## src/rtl/pwm_status_pkg.sv

```systemverilog
package pwm_status_pkg;
   // Numeric bit positions inside a status/enable word of width w
   function automatic int upd_pos(input int w);
      return w - 2;
   endfunction
   function automatic int err_pos(input int w);
      return w - 3;
   endfunction
   function automatic int rld_pos(input int w);
      return w - 4;
   endfunction
endpackage

```

## src/rtl/pwm_coherence_flags.sv

```systemverilog
module pwm_coherence_flags (
   input  logic clk,
   input  logic rst_n,
   input  logic buf_wr,
   input  logic reload,
   input  logic load_ok,
   input  logic dma_mode,
   input  logic dma_done,
   input  logic clr_err,
   input  logic clr_rld,
   output logic upd_f,
   output logic err_f,
   output logic rld_f
);
   logic good_load, bad_load, rld_clear;

   assign good_load = reload & load_ok;
   assign bad_load  = reload & ~load_ok & upd_f;
   assign rld_clear = dma_mode ? dma_done : clr_rld;

   always_ff @(posedge clk or negedge rst_n) begin
      if (!rst_n) begin
         upd_f <= 1'b0;
         err_f <= 1'b0;
         rld_f <= 1'b0;
      end else begin
         // new unloaded data beats a simultaneous load
         if (buf_wr)         upd_f <= 1'b1;
         else if (good_load) upd_f <= 1'b0;

         if (bad_load)     err_f <= 1'b1;
         else if (clr_err) err_f <= 1'b0;

         if (reload)         rld_f <= 1'b1;
         else if (rld_clear) rld_f <= 1'b0;
      end
   end


   upd_set_chk: assert property (@(posedge clk) disable iff (!rst_n)
      buf_wr |=> upd_f);

   upd_clear_chk: assert property (@(posedge clk) disable iff (!rst_n)
      (good_load && !buf_wr) |=> !upd_f);

   err_set_chk: assert property (@(posedge clk) disable iff (!rst_n)
      (reload && !load_ok && upd_f) |=> err_f);

   rld_set_chk: assert property (@(posedge clk) disable iff (!rst_n)
      reload |=> rld_f);

   rld_sw_clear_chk: assert property (@(posedge clk) disable iff (!rst_n)
      (!dma_mode && clr_rld && !reload) |=> !rld_f);

   rld_dma_hold_chk: assert property (@(posedge clk) disable iff (!rst_n)
      (dma_mode && rld_f && !dma_done) |=> rld_f);
endmodule

```

## src/rtl/pwm_compare_flags.sv

```systemverilog
module pwm_compare_flags #(
   parameter int NUM_CMP = 6
) (
   input  logic               clk,
   input  logic               rst_n,
   input  logic [NUM_CMP-1:0] hit,
   input  logic [NUM_CMP-1:0] clr,
   output logic [NUM_CMP-1:0] flag
);
   for (genvar k = 0; k < NUM_CMP; k++) begin : g_bit
      always_ff @(posedge clk or negedge rst_n) begin
         if (!rst_n)      flag[k] <= 1'b0;
         else if (hit[k]) flag[k] <= 1'b1;
         else if (clr[k]) flag[k] <= 1'b0;
      end


      cmp_set_chk: assert property (@(posedge clk) disable iff (!rst_n)
         hit[k] |=> flag[k]);

      cmp_clear_chk: assert property (@(posedge clk) disable iff (!rst_n)
         (clr[k] && !hit[k]) |=> !flag[k]);
   end
endmodule

```

## src/rtl/pwm_irq_merge.sv

```systemverilog
module pwm_irq_merge #(
   parameter int W       = 8,
   parameter bit IRQ_REG = 1'b1
) (
   input  logic         clk,
   input  logic         rst_n,
   input  logic [W-1:0] flags,
   input  logic [W-1:0] enables,
   output logic         irq
);
   logic any_req;
   assign any_req = |(flags & enables);

   if (IRQ_REG) begin : g_reg
      always_ff @(posedge clk or negedge rst_n) begin
         if (!rst_n) irq <= 1'b0;
         else        irq <= any_req;
      end


      irq_rise_chk: assert property (@(posedge clk) disable iff (!rst_n)
         any_req |=> irq);

      irq_quiet_chk: assert property (@(posedge clk) disable iff (!rst_n)
         !any_req |=> !irq);
   end else begin : g_comb
      assign irq = any_req;
   end
endmodule

```

## src/rtl/pwm_reload_status.sv

```systemverilog
module pwm_reload_status
   import pwm_status_pkg::*;
#(
   parameter int REG_W   = 16,
   parameter int NUM_CMP = 6,
   parameter bit IRQ_REG = 1'b1
) (
   input  logic               clk,
   input  logic               rst_n,
   input  logic               buf_wr,
   input  logic               sts_wr,
   input  logic               ien_wr,
   input  logic [REG_W-1:0]   wdata,
   input  logic               reload,
   input  logic               load_ok,
   input  logic               dma_mode,
   input  logic               dma_done,
   input  logic [NUM_CMP-1:0] cmp_hit,
   output logic [REG_W-1:0]   sts_rd,
   output logic [REG_W-1:0]   ien_rd,
   output logic               irq
);
   localparam int UPD = upd_pos(REG_W);
   localparam int ERR = err_pos(REG_W);
   localparam int RLD = rld_pos(REG_W);
   localparam int IRQ_W = NUM_CMP + 2;
   localparam logic [REG_W-1:0] IEN_MASK =
      (REG_W'(1) << ERR) | (REG_W'(1) << RLD) | REG_W'((1 << NUM_CMP) - 1);

   if (NUM_CMP < 1 || NUM_CMP > RLD) begin : g_bad_cmp
      $error("pwm_reload_status: NUM_CMP must lie between 1 and REG_W-4");
   end
   if (REG_W < 8) begin : g_bad_w
      $error("pwm_reload_status: REG_W must be at least 8");
   end

   logic               upd_f, err_f, rld_f;
   logic [NUM_CMP-1:0] cmp_f;
   logic [REG_W-1:0]   ien_q;

   pwm_coherence_flags u_coh (
      .clk      (clk),
      .rst_n    (rst_n),
      .buf_wr   (buf_wr),
      .reload   (reload),
      .load_ok  (load_ok),
      .dma_mode (dma_mode),
      .dma_done (dma_done),
      .clr_err  (sts_wr & wdata[ERR]),
      .clr_rld  (sts_wr & wdata[RLD]),
      .upd_f    (upd_f),
      .err_f    (err_f),
      .rld_f    (rld_f)
   );

   pwm_compare_flags #(.NUM_CMP(NUM_CMP)) u_cmp (
      .clk   (clk),
      .rst_n (rst_n),
      .hit   (cmp_hit),
      .clr   ({NUM_CMP{sts_wr}} & wdata[NUM_CMP-1:0]),
      .flag  (cmp_f)
   );

   always_ff @(posedge clk or negedge rst_n) begin
      if (!rst_n)      ien_q <= '0;
      else if (ien_wr) ien_q <= wdata & IEN_MASK;
   end

   always_comb begin
      sts_rd               = '0;
      sts_rd[UPD]          = upd_f;
      sts_rd[ERR]          = err_f;
      sts_rd[RLD]          = rld_f;
      sts_rd[NUM_CMP-1:0]  = cmp_f;
   end
   assign ien_rd = ien_q;

   pwm_irq_merge #(.W(IRQ_W), .IRQ_REG(IRQ_REG)) u_irq (
      .clk     (clk),
      .rst_n   (rst_n),
      .flags   ({err_f, rld_f, cmp_f}),
      .enables ({ien_q[ERR], ien_q[RLD], ien_q[NUM_CMP-1:0]}),
      .irq     (irq)
   );


   ien_load_chk: assert property (@(posedge clk) disable iff (!rst_n)
      ien_wr |=> ien_rd == ($past(wdata) & IEN_MASK));

   upd_sticky_chk: assert property (@(posedge clk) disable iff (!rst_n)
      (sts_rd[UPD] && !reload) |=> sts_rd[UPD]);
endmodule

```

## config.mk

```make
export PLATFORM = sky130hd
export DESIGN_NAME = pwm_reload_status
export DESIGN_NICKNAME = d
export VERILOG_FILES = /design/src/rtl/pwm_status_pkg.sv /design/src/rtl/pwm_coherence_flags.sv /design/src/rtl/pwm_compare_flags.sv /design/src/rtl/pwm_irq_merge.sv /design/src/rtl/pwm_reload_status.sv
export SDC_FILE = /design/constraint.sdc
export NUM_CORES = 1
export LEC_CHECK = 0
export ABC_AREA = 1
export BUFFER_PORTS_ARGS = -buffer_cell sky130_fd_sc_hd__buf_2
export CORE_UTILIZATION = 39
export DETAILED_ROUTE_END_ITERATION = 16
export PLACE_DENSITY = 0.77
export SETUP_SLACK_MARGIN = 0.5
export SKIP_LAST_GASP = 1
export SLEW_MARGIN = 20
export SYNTH_ARGS = -nofsm -noshare
export SYNTH_HDL_FRONTEND = slang
export SYNTH_SLANG_ARGS = --single-unit
export TNS_END_PERCENT = 50
```

## constraint.sdc

```tcl
create_clock -name clk -period 1 [get_ports clk]
set_clock_uncertainty 0.15 [all_clocks]
set_input_delay 0.25 -clock clk [delete_from_list [all_inputs] [get_ports clk]]
set_output_delay 0.25 -clock clk [all_outputs]
set_load 0.02 [all_outputs]
```

After elaboration in Yosys (flattened, before gate mapping)
Cells that the tools add are included.

Bits in registers: 18. Bits of input ports: 31. Output and inout bits: 33. Logic and storage cells: 48.

Multiplexer cells: 19. Bitwise operators: 8. Reductions and logical operators: 10.

Operators with widths (number): $mux W1 (19); $reduce_bool A2 Y1 (9); $and A8 B8 Y8 (1); $reduce_or A8 Y1 (1); $and A6 B6 Y6 (1); $and A1 B1 Y1 (5); $not A1 Y1 (1).

Logic depth before layout (Yosys ltp)
Depth in word-level cells: 4. Mapped depth: 4. Depth with buffers taken out: 4.

Hierarchy
A second synthesis with hierarchy kept.

Cell total of the unflattened synthesis: 131. Area total of the unflattened synthesis: 958.4 um2.

Modules (own cells, without submodules): pwm_reload_status (instances 1, cells an instance 70, area an instance 509.2 um2, seq. area each 200.2 um2); pwm_compare_flags (instances 1, cells an instance 30, area an instance 240.2 um2, seq. area each 150.1 um2); pwm_coherence_flags (instances 1, cells an instance 15, area an instance 127.6 um2, seq. area each 75.1 um2); pwm_irq_merge (instances 1, cells an instance 16, area an instance 81.3 um2, seq. area each 25.0 um2).

Least setup slack after synthesis
No wires, ideal clock.

Kind: register -> register. Start: register u_cmp.flag[2]. End: register u_irq.irq. Library setup time: 0.119 ns. Data arrival time: 0.713 ns. Required time: 0.731 ns. Path slack: 0.018 ns. Cell stages (with the launch flop): 5. Buffers on the path: 0. Period minus slack after synthesis: 0.982 ns. Cells stage by stage: dfrtp_1 nand2_1 nand2_1 nor2_1 nand2_1.

Longest elaborated chain between the ends: 2.

RTL lines: start, declared (RTL line pwm_compare_flags.sv:8) `output logic [NUM_CMP-1:0] flag`; start signal, assigned by index (RTL line pwm_compare_flags.sv:12) `if (!rst_n) flag[k] <= 1'b0;`; start signal, assigned by index (RTL line pwm_compare_flags.sv:13) `else if (hit[k]) flag[k] <= 1'b1;`; start signal, assigned by index (RTL line pwm_compare_flags.sv:14) `else if (clr[k]) flag[k] <= 1'b0;`; $and A8 B8 Y8 (RTL line pwm_irq_merge.sv:12) `assign any_req = |(flags & enables);`; $reduce_or A8 Y1 (RTL line pwm_irq_merge.sv:12); named net u_irq.any_req (RTL line pwm_irq_merge.sv:11) `logic any_req;`; end signal, assigned (RTL line pwm_irq_merge.sv:17) `else irq <= any_req;`; end, declared (RTL line pwm_irq_merge.sv:9) `output logic irq`.

The timed path passes the listed nets, and every way through them passes these cells. A chain may end at the register's enable or synchronous reset.

Worst setup path in the final report
Start: register ien_q[4], in the netlist ien_rd[4]. End: output ien_rd[4].

RTL lines: start, declared (RTL line pwm_reload_status.sv:39) `logic [REG_W-1:0] ien_q;`; start signal, assigned (RTL line pwm_reload_status.sv:66) `else if (ien_wr) ien_q <= wdata & IEN_MASK;`; end, declared (RTL line pwm_reload_status.sv:20) `output logic [REG_W-1:0] ien_rd,`.

No word-level cell between the ends.

==> out/qor.yml <==
status: "finished with violations"
failed_checks: "negative hold slack, negative setup slack"
hold_viol_final: 24
worstSetupEndpointType: "output port"
grt_antenna_before_repair: 0
drtAntennaViolNets: 0
critPathCapture: "ien_rd[4]"
max-cap-violations: 0
path_clk_slew_ns: 0.10
synth-warning-count: 0
via_count_of_the_first_global_routing_pass: 773
power.density_cell_area_nw_per_um2: 1359
numClockSinks: 18
cp_cell_sequence: "buf_6"
wire_length_of_the_first_global_routing_pass_um: 3229
synthesis.area_um2: 885.9
antenna_cells: 0
reg2reg_slack_ns: -0.15
power.leakage_nw: 0.7252
crit-reg2reg-launch: "ien_rd[3]"
tritoncts.num_buffers: 3
timing.critical_path.buf_inv: 1
critical_path_required_ns: 0.60
number_of_pins_exceeding_their_max_slew_limit_in_the_final_report: 0
detail_route.first_pass.iterations: 4
design.die.area_um2: 2466
drc_errors: 0
crit-reg2reg-capture: "u_irq.irq"
area_delta_synth_final_pct: 50.99
synthTopCellsByArea: "sky130_fd_sc_hd__dfrtp_1, sky130_fd_sc_hd__buf_4, sky130_fd_sc_hd__nand2_1"
cp_top_family: "flip-flops"
worstPathArrival_ns: 0.86
final_cell_mix: "sky130_fd_sc_hd__nand2_1, sky130_fd_sc_hd__buf_2, sky130_fd_sc_hd__buf_4"
cpPeakStageDelay_ns: 0.44
insertion_delay_ns: 0.28
start_util_pct: 43.38
startpoint: "ien_rd[4]"
synth_seq_area_share_pct: 50.85
clk_root_buffer_cell: "sky130_fd_sc_hd__clkbuf_4"
postRouteWirelength_um: 1967
global_route.overflow_total: 0
worst_r2r_path_depth: 6
placement.cell_area_um2: 1039
post_synth_inst_count: 103
dp_hpwl_um: 1279
dieWidth_um: 49.66
post_detailed_route_wirelength_per_cell_um: 10.46
postSynthAreaPerCell_um2: 8.600
gr-usage-all-layers_pct: 17.35
netlist-cell-type-count: 12
design.core.area_um2: 2042
timing.hold.worst.class: "in -> async"
max-clock-path-buffers: 2
rows: 16
slowest_stage: "sky130_fd_sc_hd__dfrtp_2"
largest_net_degree_at_the_start_of_global_routing: 19
fin_crit_sh_pct: 126.2
setup_ws_ns: -0.2621
floorplan.die.height_um: 49.66
path_depth: 1
class_of_the_most_critical_setup_path: "reg -> out"
timing.fmax_mhz: 792.3
place.port_buffers: 40
drt_via_density: 4.287
n_fill_cell: 177
layout_min_cycle_time_ns: 1.262
final_cell_area_um2: 1338
final_common_cell: "sky130_fd_sc_hd__nand2_1"
ir_worst_vdd_uv: 860.6
ctsHtreeMaxLevel: 1
initialDrtViolationCount: 3
fin_hold_ws_ns: -0.2745
synth_largest_type_area_fraction_pct: 50.85
drive_above_1_share_pct: 48.45
preCtsSetupSlack_ns: 0.03933
power_mw: 1.818
timing.critical_path.fanout_max: 3
routed-via-count: 806
grt_setup_unrepaired: "true"
final_nets: 193
boundaryPins: 64
place_congestion: 0.6468
cp-start-kind: "flip-flop"
finalCoreUtilization_pct: 65.50
final-setup-viol-count: 23
synth_area_leader_cell: "sky130_fd_sc_hd__dfrtp_1"
cts_tree: "yes"
ys_ff_latch: 18
layout make-up:
| cell class | count | area, µm² | area share [%] |
|---|---|---|---|
| Timing Repair Buffer | 60 | 462.9 | 34.61 |
| Multi-Input combinational cell | 68 | 295.3 | 22.08 |
| Tap cell | 27 | 33.78 | 2.526 |
| Inverter | 11 | 41.29 | 3.087 |
| Clock buffer | 4 | 36.28 | 2.713 |
| Sequential cell | 18 | 467.9 | 34.99 |
timing repair:
action                                  in CTS  in global routing
gates resized for setup                     36                  0
buffers inserted                            16                  4
endpoints found under the hold margin       25                 24
endpoints found under the setup margin      36                 36
gates cloned                                 0                  0
state kept, by name (all words and copies together) (netlist names):
name         cells
u_coh.upd_f      1
u_irq.irq        1
u_coh.rld_f      1
u_coh.err_f      1
ien_rd           8
u_cmp.flag       6
logic make-up (layout without fill, tap and decap cells):
group | after synthesis | count (layout) | synth area share [%]
AND/OR/NAND/NOR | 36 | 36 | 15.68
buffers and inverters | 31 | 75 | 21.75
flip-flops | 18 | 18 | 50.85
AO/OA/AOI/OAI | 17 | 17 | 11.30
other | 1 | 15 | 0.4233
worst min-delay path by stage:
stage               start       endpoint  slack [ns]
floorplan           rst_n      ien_rd[0]       -0.20
global placement    rst_n      u_irq.irq        0.04
detailed placement  rst_n    u_coh.rld_f        0.06
CTS                 rst_n  u_cmp.flag[1]       -0.26
global route        rst_n      u_irq.irq       -0.25
finish              rst_n  u_cmp.flag[1]       -0.27
cells in the mapped netlist:
| cell type | instances |
|---|---|
| sky130_fd_sc_hd__a21o_1 | 6 |
| sky130_fd_sc_hd__nor2_1 | 2 |
| sky130_fd_sc_hd__buf_6 | 1 |
| sky130_fd_sc_hd__conb_1 | 1 |
| sky130_fd_sc_hd__o21ai_0 | 9 |
| sky130_fd_sc_hd__nand3b_1 | 1 |
| sky130_fd_sc_hd__buf_2 | 1 |
| sky130_fd_sc_hd__inv_1 | 11 |
| sky130_fd_sc_hd__a21oi_1 | 2 |
| sky130_fd_sc_hd__dfrtp_1 | 18 |
| sky130_fd_sc_hd__buf_4 | 18 |
| sky130_fd_sc_hd__nand2_1 | 33 |
layer usage:
metal | share of wire, % | wire (µm) | global-route usage, %
met1 | 39 | 761 | 19.88
met2 | 55 | 1078 | 31.98
met3 | 5.5 | 108 | 2.160
met4 | 0.97 | 19 | 7.143
met5 | 0 | 0 | 0
metrics by stage:
stage | instances | TNS [ns]
final | 188 | -4.631
after global routing | 188 | -5.582
after CTS | 184 | -4.451
after detailed placement | 164 | 0
after global placement | 164 | 0
after floorplan | 117 | 0
report_power, final:
group	internal, mW	total (mW)	switching [mW]
clock	0.221	0.440	0.218
combinational	0.265	0.541	0.276
sequential	0.794	0.837	0.0433
No activity file was read; power rests on OpenSTA's default activity.
